`config.mk`:
```
export PLATFORM = sky130hd
export DESIGN_NAME = txs_sink
export DESIGN_NICKNAME = d
export VERILOG_FILES = /design/src/rtl/txs_pkg.sv /design/src/rtl/txs_port_track.sv /design/src/rtl/txs_word_fmt.sv /design/src/rtl/txs_open_track.sv /design/src/rtl/txs_poll.sv /design/src/rtl/txs_sink.sv
export SDC_FILE = /design/constraint.sdc
export NUM_CORES = 1
export LEC_CHECK = 0
export BUFFER_PORTS_ARGS = -buffer_cell sky130_fd_sc_hd__buf_2
export CAP_MARGIN = 20
export CORE_MARGIN = 5
export CORE_UTILIZATION = 43
export CTS_CLUSTER_SIZE = 16
export DETAILED_ROUTE_END_ITERATION = 10
export GPL_TIMING_DRIVEN = 0
export PLACE_DENSITY = 0.76
export SLEW_MARGIN = 20
export SYNTH_ARGS = -nofsm -noshare
export SYNTH_HDL_FRONTEND = slang
export SYNTH_HIERARCHICAL = 1
export SYNTH_SLANG_ARGS = --single-unit
```
`constraint.sdc`:
```
create_clock -name clk_i -period 1.7 [get_ports clk_i]
set_input_delay 0.34 -clock clk_i [delete_from_list [all_inputs] [get_ports clk_i]]
set_output_delay 0.34 -clock clk_i [all_outputs]
set_load 0.02 [all_outputs]
```
`src/rtl/txs_pkg.sv`:
```
package txs_pkg;
  typedef enum logic [1:0] {
    CYC_IDLE = 2'd0,
    CYC_ADDR = 2'd1,
    CYC_DATA = 2'd2
  } cyc_kind_e;
endpackage

```
`src/rtl/txs_port_track.sv`:
```
module txs_port_track #(
  parameter int unsigned NPORTS = 4,
  localparam int unsigned PORT_W = $clog2(NPORTS)
) (
  input  logic              clk_i,
  input  logic              rst_ni,
  input  logic              addr_cyc_i,
  input  logic [PORT_W-1:0] addr_i,
  output logic [PORT_W-1:0] port_o
);
  logic [PORT_W-1:0] port_d, port_q;

  always_comb begin
    port_d = port_q;
    if (addr_cyc_i) port_d = addr_i;
  end

  always_ff @(posedge clk_i or negedge rst_ni) begin
    if (!rst_ni) port_q <= '0;
    else         port_q <= port_d;
  end

  assign port_o = port_q;


  addr_load_chk: assert property (@(posedge clk_i) disable iff (!rst_ni)
    $past(rst_ni) && $past(addr_cyc_i) |-> port_q == $past(addr_i));


  port_hold_chk: assert property (@(posedge clk_i) disable iff (!rst_ni)
    $past(rst_ni) && !$past(addr_cyc_i) |-> $stable(port_q));
endmodule

```
`src/rtl/txs_word_fmt.sv`:
```
module txs_word_fmt #(
  parameter int unsigned BYTES = 4,
  localparam int unsigned MOD_W = $clog2(BYTES)
) (
  input  logic [MOD_W-1:0] mod_i,
  input  logic             eop_i,
  output logic [BYTES-1:0] be_o,
  output logic             mod_err_o
);
  always_comb begin
    for (int b = 0; b < BYTES; b++) begin
      be_o[b] = !eop_i || (b >= int'(mod_i));
    end
    mod_err_o = !eop_i && (mod_i != '0);
  end
endmodule

```
`src/rtl/txs_open_track.sv`:
```
module txs_open_track #(
  parameter int unsigned NPORTS = 4,
  localparam int unsigned PORT_W = $clog2(NPORTS)
) (
  input  logic              clk_i,
  input  logic              rst_ni,
  input  logic              word_v_i,
  input  logic [PORT_W-1:0] port_i,
  input  logic              sop_i,
  input  logic              eop_i,
  output logic              nosop_err_o
);
  logic [NPORTS-1:0] open_d, open_q;

  for (genvar p = 0; p < NPORTS; p++) begin : g_port
    always_comb begin
      open_d[p] = open_q[p];
      if (word_v_i && (port_i == PORT_W'(p))) open_d[p] = (open_q[p] | sop_i) & ~eop_i;
    end
  end

  always_ff @(posedge clk_i or negedge rst_ni) begin
    if (!rst_ni) open_q <= '0;
    else         open_q <= open_d;
  end

  assign nosop_err_o = word_v_i && !sop_i && !open_q[port_i];


  eop_closes_chk: assert property (@(posedge clk_i) disable iff (!rst_ni)
    $past(rst_ni) && $past(word_v_i && eop_i) |-> !open_q[$past(port_i)]);
endmodule

```
`src/rtl/txs_poll.sv`:
```
module txs_poll #(
  parameter int unsigned NPORTS = 4,
  localparam int unsigned PORT_W = $clog2(NPORTS)
) (
  input  logic              clk_i,
  input  logic              rst_ni,
  input  logic [PORT_W-1:0] poll_i,
  input  logic [NPORTS-1:0] space_i,
  output logic              space_o
);
  logic space_d, space_q;

  always_comb space_d = space_i[poll_i];

  always_ff @(posedge clk_i or negedge rst_ni) begin
    if (!rst_ni) space_q <= 1'b0;
    else         space_q <= space_d;
  end

  assign space_o = space_q;


  poll_lat_chk: assert property (@(posedge clk_i) disable iff (!rst_ni)
    $past(rst_ni) |-> space_o == $past(space_i[poll_i]));
endmodule

```
`src/rtl/txs_sink.sv`:
```
module txs_sink #(
  parameter int unsigned NPORTS = 4,
  parameter int unsigned DATA_W = 32,
  localparam int unsigned PORT_W = $clog2(NPORTS),
  localparam int unsigned BYTES  = DATA_W / 8,
  localparam int unsigned MOD_W  = $clog2(BYTES)
) (
  input  logic              clk_i,
  input  logic              rst_ni,
  input  logic              tx_en_ni,
  input  logic              tx_start_i,
  input  logic [DATA_W-1:0] tx_data_i,
  input  logic [MOD_W-1:0]  tx_mod_i,
  input  logic              tx_sop_i,
  input  logic              tx_eop_i,
  input  logic [PORT_W-1:0] poll_addr_i,
  input  logic [NPORTS-1:0] port_space_i,
  output logic              space_avail_o,
  output logic [NPORTS-1:0] out_valid_o,
  output logic [PORT_W-1:0] out_port_o,
  output logic [DATA_W-1:0] out_data_o,
  output logic [BYTES-1:0]  out_be_o,
  output logic              out_sop_o,
  output logic              out_eop_o,
  output logic              out_err_o
);
  import txs_pkg::*;

  // reset: asserted asynchronously, released on the clock
  logic [1:0] rst_sync_q;
  logic       rst_n;

  always_ff @(posedge clk_i or negedge rst_ni) begin
    if (!rst_ni) rst_sync_q <= 2'b00;
    else         rst_sync_q <= {rst_sync_q[0], 1'b1};
  end
  assign rst_n = rst_sync_q[1];

  // cycle decode
  cyc_kind_e kind;
  always_comb begin
    if (!tx_en_ni)       kind = CYC_DATA;
    else if (tx_start_i) kind = CYC_ADDR;
    else                 kind = CYC_IDLE;
  end

  logic              addr_cyc, word_v;
  logic [PORT_W-1:0] cur_port;
  logic [BYTES-1:0]  be_w;
  logic              mod_err, nosop_err;

  assign addr_cyc = (kind == CYC_ADDR);
  assign word_v   = (kind == CYC_DATA);

  txs_port_track #(.NPORTS(NPORTS)) u_port (
    .clk_i      (clk_i),
    .rst_ni     (rst_n),
    .addr_cyc_i (addr_cyc),
    .addr_i     (tx_data_i[PORT_W-1:0]),
    .port_o     (cur_port)
  );

  txs_word_fmt #(.BYTES(BYTES)) u_fmt (
    .mod_i     (tx_mod_i),
    .eop_i     (tx_eop_i),
    .be_o      (be_w),
    .mod_err_o (mod_err)
  );

  txs_open_track #(.NPORTS(NPORTS)) u_open (
    .clk_i       (clk_i),
    .rst_ni      (rst_n),
    .word_v_i    (word_v),
    .port_i      (cur_port),
    .sop_i       (tx_sop_i),
    .eop_i       (tx_eop_i),
    .nosop_err_o (nosop_err)
  );

  txs_poll #(.NPORTS(NPORTS)) u_poll (
    .clk_i   (clk_i),
    .rst_ni  (rst_n),
    .poll_i  (poll_addr_i),
    .space_i (port_space_i),
    .space_o (space_avail_o)
  );

  // output stage: next state
  logic [NPORTS-1:0] valid_d, valid_q;
  logic [PORT_W-1:0] port_d, port_q;
  logic [DATA_W-1:0] data_d, data_q;
  logic [BYTES-1:0]  be_d, be_q;
  logic              sop_d, sop_q, eop_d, eop_q, err_d, err_q;

  for (genvar p = 0; p < NPORTS; p++) begin : g_lane
    always_comb valid_d[p] = word_v && (cur_port == PORT_W'(p));
  end

  always_comb begin
    port_d = port_q;
    data_d = data_q;
    be_d   = be_q;
    sop_d  = 1'b0;
    eop_d  = 1'b0;
    err_d  = 1'b0;
    if (word_v) begin
      port_d = cur_port;
      data_d = tx_data_i;
      be_d   = be_w;
      sop_d  = tx_sop_i;
      eop_d  = tx_eop_i;
      err_d  = mod_err | nosop_err;
    end
  end

  // output stage: registers
  always_ff @(posedge clk_i or negedge rst_n) begin
    if (!rst_n) begin
      valid_q <= '0;
      port_q  <= '0;
      data_q  <= '0;
      be_q    <= '0;
      sop_q   <= 1'b0;
      eop_q   <= 1'b0;
      err_q   <= 1'b0;
    end else begin
      valid_q <= valid_d;
      port_q  <= port_d;
      data_q  <= data_d;
      be_q    <= be_d;
      sop_q   <= sop_d;
      eop_q   <= eop_d;
      err_q   <= err_d;
    end
  end

  assign out_valid_o = valid_q;
  assign out_port_o  = port_q;
  assign out_data_o  = data_q;
  assign out_be_o    = be_q;
  assign out_sop_o   = sop_q;
  assign out_eop_o   = eop_q;
  assign out_err_o   = err_q;


  valid_onehot_chk: assert property (@(posedge clk_i) disable iff (!rst_n)
    $onehot0(out_valid_o));


  valid_port_chk: assert property (@(posedge clk_i) disable iff (!rst_n)
    |out_valid_o |-> out_valid_o[out_port_o]);


  word_lat_chk: assert property (@(posedge clk_i) disable iff (!rst_n)
    $past(rst_n) && !$past(tx_en_ni) |-> |out_valid_o && out_data_o == $past(tx_data_i));


  idle_quiet_chk: assert property (@(posedge clk_i) disable iff (!rst_n)
    $past(rst_n) && $past(tx_en_ni) |-> out_valid_o == '0);


  start_ignored_chk: assert property (@(posedge clk_i) disable iff (!rst_n)
    $past(rst_n) && $past(!tx_en_ni && tx_start_i) |-> $stable(cur_port));


  full_mask_chk: assert property (@(posedge clk_i) disable iff (!rst_n)
    |out_valid_o && !out_eop_o |-> out_be_o == '1);


  mask_top_chk: assert property (@(posedge clk_i) disable iff (!rst_n)
    |out_valid_o |-> out_be_o[BYTES-1]);
endmodule

```
# [Word level (Yosys, flattened, before mapping)]
# Index checks and enable logic that the tools add are counted.
[word_totals] elab_cells=58 in_bits=46 ff_bits=54
[classes] eq_ne=5 muxes=9 n_reduce_logical=15 bitwise_logic=10 order_cmp=5
[ops] op="$logic_and A1 B1 Y1" count=7
[ops] op="$eq A2 B2 Y1 const B" count=3
[ops] op="$lt A2 B3 Y1 const B" count=2
[ops] op="$mux W1" count=6
[ops] op="$or A1 B1 Y1" count=5
[ops] op="$and A1 B1 Y1" count=4
[ops] op="$bmux W1 S2" count=2
[ops] op="$eq A2 B1 Y1 const B" count=2
[ops] op="$ge A1 B2 Y1 const A" count=2
[ops] op="$logic_not A1 Y1" count=3
[ops] op="$logic_or A1 B1 Y1" count=3
[ops] op="$ge A2 B2 Y1 const A" count=1
[ops] op="$logic_not A2 Y1" count=1
[ops] op="$mux W2" count=1
[ops] op="$reduce_bool A2 Y1" count=1
[ops] op="$not A1 Y1" count=1

# [Depth between registers and ports, before layout]
# Gate-level depths: netlist of run 1.
[depth] word_depth=7 depth_mapped=5 depth_no_buf=3

# [Modules after synthesis]
# The synthesis of run 1 kept the hierarchy.
[modules_own_cells] mod="txs_sink" cells_each=100 seq_area_each_um2=1176.1 area_per_inst_um2=1798.0 instances=1
[modules_own_cells] mod="txs_open_track" cells_each=19 seq_area_each_um2=100.1 area_per_inst_um2=251.5 instances=1
[modules_own_cells] mod="txs_port_track" cells_each=4 seq_area_each_um2=50.0 area_per_inst_um2=72.6 instances=1
[modules_own_cells] mod="txs_poll" cells_each=2 seq_area_each_um2=25.0 area_per_inst_um2=47.5 instances=1
[modules_own_cells] mod="txs_word_fmt" cells_each=6 seq_area_each_um2=0.0 area_per_inst_um2=35.0 instances=1

# [Worst setup path after synthesis of run 1]
# OpenSTA, ideal clock, no wires.
[synth_path] path_kind="register to register" start="register u_port.port_q[0] (netlist: u_port/port_o[0])" end="register err_q (netlist: out_err_o)" path_buffers=1 path_stages_with_launch=5 arrival_ps=1320 setup_slack_ps=317 cell_sequence="dfrtp_1 buf_6 mux4_2 nor3b_2 o21ba_2"
[synth_via] elab_chain_len=6
[synth_rtl] element="start, declared" line_no="txs_port_track.sv:11" text="logic [PORT_W-1:0] port_d, port_q;"
[synth_rtl] element="start signal, assigned" line_no="txs_port_track.sv:20" text="else port_q <= port_d;"
[synth_rtl] element="$bmux W1 S2" line_no="txs_open_track.sv:27" text="assign nosop_err_o = word_v_i && !sop_i && !open_q[port_i];"
[synth_rtl] element="$mux W1 (not written as such)" line_no="txs_open_track.sv:27"
[synth_rtl] element="$logic_not A1 Y1" line_no="txs_open_track.sv:27"
[synth_rtl] element="$logic_and A1 B1 Y1" line_no="txs_open_track.sv:27"
[synth_rtl] element="named net nosop_err" line_no="txs_sink.sv:50" text="logic mod_err, nosop_err;"
[synth_rtl] element="$or A1 B1 Y1" line_no="txs_sink.sv:112" text="err_d = mod_err | nosop_err;"
[synth_rtl] element="$mux W1" line_no="txs_sink.sv:106" text="if (word_v) begin"
[synth_rtl] element="named net err_d" line_no="txs_sink.sv:93" text="logic sop_d, sop_q, eop_d, eop_q, err_d, err_q;"
[synth_rtl] element="end signal, assigned" line_no="txs_sink.sv:133" text="err_q <= err_d;"
[synth_rtl] element="end, declared" line_no="txs_sink.sv:93"
# The timed path passes the listed nets, and every way through them passes these cells. The select of a mux whose other input is x is not followed.
# A chain may end at the register's enable or synchronous reset.

# [Final worst setup path of run 1]
# Ends and elaborated chain as after synthesis.

==> results of run 1 <==
synthesized netlist by cell type (2+ instances only):
cell      number
mux4_2         2
and4b_2        2
nor3b_1        3
buf_6          5
conb_1         2
mux2_2        19
o21a_1         2
mux2_4        21
a41oi_1        2
nor2b_1        2
nand4b_1       2
dfrtp_1       54
state kept, by name, indices dropped and copies added, names as in the netlist:
signal / cells
u_poll/space_o: 1
out_valid_o: 4
out_data_o: 32
out_port_o: 2
out_be_o: 4
rst_sync_q: 2
u_open/open_q: 4
out_eop_o: 1
out_sop_o: 1
u_port/port_o: 2
out_err_o: 1
through the flow:
stage,worst slack (ps),hold slack (ps),util,TNS [ps],instance area [µm²]
floorplan,85.4,44.4,-,0,2200
global placement,-445,126,0.544,-23020,2740
detailed placement,193,130,0.548,0,2760
CTS,158,251,0.567,0,2860
global route,74.6,245,0.567,0,2860
finish,159,232,0.567,0,2860
per-layer routing:
metal / vias to the layer above / global-route usage / share of wire
met2: 62 / 0.253 / 0.48
met5: - / 0 / 0
met3: 5 / 0.0493 / 0.095
met1: 697 / 0.174 / 0.42
met4: 0 / 0.0399 / 0.010
li1: 661 / - / -
final cells by class:
type	instances	area share
buffer	8	0.0254
clock buffer	7	0.0267
clock inverter	1	0.00263
inverter	1	0.00131
multi-input combinational	68	0.272
sequential	54	0.473
tap	70	0.0306
timing repair buffer	92	0.168
how the worst max path moves through the flow:
stage                endpoint  depth (start not counted)
2_1_floorplan     out_be_o[0]                          0
3_3_place_gp   out_data_o[17]                          0
3_5_place_dp        out_err_o                          4
4_1_cts             out_err_o                          4
5_1_grt             out_err_o                          4
6_report            out_err_o                          4
cells in the final DEF (no fill, tap or decap), drive strengths merged, types with 2 or more instances in the layout:
master / netlist / layout
buf: 7 / 98
dfrtp: 54 / 54
mux2: 40 / 40
clkbuf: 1 / 8
nor3b: 4 / 4
nor2b: 2 / 2
conb: 2 / 2
mux4: 2 / 2
and4b: 2 / 2
nand4b: 2 / 2
o21a: 2 / 2
a41oi: 2 / 2
o21ba: 2 / 2
power by group through the flow:
stage	logic [µW]	registers (µW)	clock network (µW)
2_1_floorplan	276	1690	0
3_3_place_gp	617	1560	0
3_5_place_dp	653	1550	0
4_1_cts	654	1530	710
5_1_grt	696	1550	764
6_report	643	1530	677
logic make-up (layout without fill, tap and decap cells):
family / Yosys count / in the layout / share of synthesized area
other cells: 2 / 2 / 0.00341
simple gates: 16 / 16 / 0.0585
buf+inv: 9 / 109 / 0.0346
mux: 42 / 42 / 0.260
compound gates: 8 / 8 / 0.0301
flops: 54 / 54 / 0.613
==> results_dict.tcl, run 1 <==
set metrics [dict create \
    outcome "completed" \
    synth-edff-count 0 \
    clk_pin_slew_ps 100 \
    ctsHoldBuffers 1 \
    vdd_drop_max_v 0.000506 \
    total_power_uw 2850 \
    cts_max_path_buffers 2 \
    worstSetupStartpointType "register" \
    p_sw_uw 797 \
    dr.pass1.iters 3 \
    final-max-slew-violation-count 0 \
    p_comb_frac 0.226 \
    yosysWarnings 6 \
    swShare 0.279 \
    die_area_um2 6660 \
    cp-end-kind "register" \
    grt_pass1_wl_mm 7.44 \
    core_um2 5040 \
    grt_pass1_vias 1573 \
    die_w_um 81.6 \
    ys.flop_type "dfrtp_1" \
    detail-route-antenna-nets 0 \
    synth_area_um2 2200 \
    start_util 0.437 \
    rows 26 \
    post_drt_via_cell_ratio 4.73 \
    fin_crit_ps 1540 \
    startpoint "u_port/port_o[0]" \
    synth_nets 177 \
    power-per-cell-area_nw_per_um2 998 \
    register_area_um2 1350 \
    grtUsageTotal 0.146 \
    grt_overflow 0 \
    seqPwrFrac 0.537 \
    port_buffers 90 \
    reg2reg_to "out_err_o" \
    yosys.area.top_type "dfrtp_1" \
    drt-initial-drc-count 57 \
    power.internal_uw 2050 \
    yosysTopAreaCellShare 0.613 \
    cts.repair.resized 0 \
    h-tree-depth 2 \
    dp_hpwl_mm 3.38 \
    syn_area_per_cell_um2 16.8 \
    clock_latency_ps 300 \
    fin_crit_sh 0.907 \
    yosys.cell_types.count 27 \
    crit_family "multiplexers" \
    worst-path-buf-inv 1 \
    die_h_um 81.6 \
    rsz0062_at_grt "no" \
    antenna_found_initial 0 \
    setup_viol 0 \
    drv_cap 0 \
    cts_made_buffers 5 \
    required_ps 1930 \
    fillers 413 \
    cpMaxStageDelayCell "mux4_2" \
    root_buffer "clkbuf_8" \
    pwr-share-clk 0.237 \
    drive_above_1_share 0.658 \
    grt_max_degree 33 \
    synth_area_leaders "dfrtp_1 61%, mux2_4 14%, mux2_2 9.7%" \
    ys_seq_area_frac 0.613 \
    area_delta_synth_final_pct 29.6 \
    wl_mm 4.48 \
    pin_count 92 \
    synth-seq-cells 54 \
    routabilityCongestion 0.707 \
    hold_violations 0 \
    cts_setup_buffers 0 \
    drc 0 \
    vias 1425 \
    r2r_start "u_port/port_o[0]" \
    cp_data_arrival_time_ps 1780 \
    fin_skew_ps 15.2 \
    cts_tree "built" \
    p_leak_uw 0.00142 \
    reg2reg_depth 4 \
    ys_async_sr_fraction 1.00 \
    maxClockFrequency_mhz 649 \
    hold_path.class "register to async pin" \
    path_max_fanout 9 \
    reg2reg_slack_ps 160 \
    post_drt_wl_per_cell_um 14.9 \
    critPathKind "register to register" \
    diodes 0 \
    syn_inst 131 \
    multiInputGateArea_um2 777 \
    nNetsFinal 276 \
    crit_path_max_incr_delay_ps 500 \
    placed_cells_incl_taps 292 \
    crit_chain "buf_6 -> mux4_2 -> nor3b_2 -> o21ba_2" \
    cts_sinks 54 \
    instances_no_fill 301 \
]
Note: power is estimated with default switching activity, not from simulation.
==> run 2, diff against run 1 <==
==> constraint.sdc (replaced) <==
create_clock -name clk_i -period 1.7 [get_ports clk_i]
set_input_delay 0.085 -clock clk_i [delete_from_list [all_inputs] [get_ports clk_i]]
set_output_delay 0.085 -clock clk_i [all_outputs]
set_load 0.02 [all_outputs]
==> run 2 against run 1 <==
Effect of this change: flip-flop and latch count is the same; critical path type unchanged; final cell count grew 1.3%; sequential power is essentially flat; first-iteration DRC count grew 60%; hold slack lost 220 ps; highest routed layer unchanged; final area grew 1.4%; critical path depth is the same; die area is the same.
==> results_dict.tcl, run 2 (same netlist as run 1, synthesis figures left out) <==
set metrics [dict create \
    routabilityCongestion 0.707 \
    area_delta_synth_final_pct 31.4 \
    antenna_found_initial 0 \
    die_area_um2 6660 \
    cts.repair.resized 0 \
    detail-route-antenna-nets 0 \
    largest_reg_flops 32 \
    layout.cells.most_common "buf_2" \
    die_w_um 81.6 \
    drt-initial-drc-count 91 \
    pin_count 92 \
    drive_above_1_share 0.647 \
    grt_pass1_wl_mm 7.45 \
    vdd_drop_max_v 0.000505 \
    core_um2 5040 \
    startpoint "u_port/port_o[0]" \
    post_drt_wl_per_cell_um 15.0 \
    setup_slack_ps 158 \
    setup_viol 0 \
    grt_overflow 0 \
    wl_mm 4.56 \
    rsz0062_at_grt "no" \
    hold_path.class "input port to register" \
    clk_pin_slew_ps 100 \
    cts_max_path_buffers 2 \
    critPathKind "register to register" \
    start_util 0.437 \
    clock_latency_ps 300 \
    dp_slack_ps 193 \
    drc 0 \
    cp_data_arrival_time_ps 1780 \
    final_cell_area_um2 2900 \
    port_buffers 90 \
    placed_cells_incl_taps 292 \
    wl_met1_mm 1.88 \
    post_drt_via_cell_ratio 4.73 \
    maxClockFrequency_mhz 649 \
    cp-end-kind "register" \
    r2r_start "u_port/port_o[0]" \
    diodes 0 \
    fin_skew_ps 15.1 \
    dp_hpwl_mm 3.38 \
    cts_sinks 54 \
    worstSetupStartpointType "register" \
    grtUsageTotal 0.146 \
    outcome "completed" \
    root_buffer "clkbuf_8" \
    total_power_uw 2860 \
    drv_cap 0 \
    nNetsFinal 280 \
    path_max_fanout 9 \
    vias 1442 \
    layout_common_cells "91 x buf_2, 53 x dfrtp_1, 21 x mux2_4" \
    cts_tree "built" \
    grt_pass1_vias 1583 \
    final_util 0.575 \
    power-per-cell-area_nw_per_um2 987 \
    required_ps 1930 \
    wl_met2_mm 2.21 \
    grt_max_degree 33 \
    holdCritStartpoint "tx_data_i[2]" \
    p_leak_uw 0.00144 \
    die_h_um 81.6 \
    fin_crit_ps 1540 \
    fin_crit_sh 0.907 \
    dpl_cell_area_um2 2760 \
    instances_no_fill 305 \
    final-max-slew-violation-count 0 \
    hold_violations 0 \
    highest_layer "met4" \
    route.met3.wl_um 425 \
    h-tree-depth 2 \
    cts_made_buffers 5 \
    rows 26 \
    dr.pass1.iters 3 \
]
-- run 2: cell types whose count changed in the layout (fill, tap and decap cells not counted) --
cell,change
dlygate4sd3_1,+4
-- run 2: worst paths after layout --
check | end | slack [ps] | cells after the start
hold reg to reg | out_be_o[2] | 230 | 0
setup / recovery | out_err_o | 160 | 4
max in group asynchronous | out_data_o[1] | 930 | 1
min in group asynchronous | rst_sync_q[0] | 80 | 2
setup reg to reg | out_err_o | 160 | 4
hold / removal | out_data_o[2] | 10 | 2
-- run 2: worst max-delay path, stage by stage, from the launching register on --
cell	delay (ps)
dfrtp_1	490
buf_6	170
mux4_2	500
nor3b_2	170
o21ba_2	150
-- run 2: stage by stage --
stage	TNS (ps)	hold slack [ps]
finish	0	12.4
global route	0	2.04
CTS	0	1.91
detailed placement	0	-125
global placement	-23020	-129
floorplan	0	-211
-- run 2: routing by layer --
| metal | up-vias | global-route usage |
|---|---|---|
| met5 | - | 0 |
| li1 | 669 | - |
| met1 | 706 | 0.175 |
| met4 | 0 | 0.0399 |
| met2 | 62 | 0.253 |
| met3 | 5 | 0.0482 |
-- run 2: area by class of cell --
type	count	area, µm²
inverters	1	3.75
fillers	409	2140
clock buffers	7	76.3
multi-input cells	68	777
repair buffers	96	520
plain buffers	8	72.6
flip-flops and latches	54	1350
well taps	70	87.6
clock inverters	1	7.51
-- run 2: report_power, final --
group          leakage, µW  total (µW)  switching, µW  internal [µW]
Clock            0.0000385         677            384            292
Sequential        0.000638        1530           93.4           1440
Combinational     0.000763         651            321            330
-- run 2: timing repair --
item / 4_1_cts / 5_1_grt
setup buffers: 0 / 0
hold buffers: 4 / 1
endpoints found under the hold margin: 5 / 1
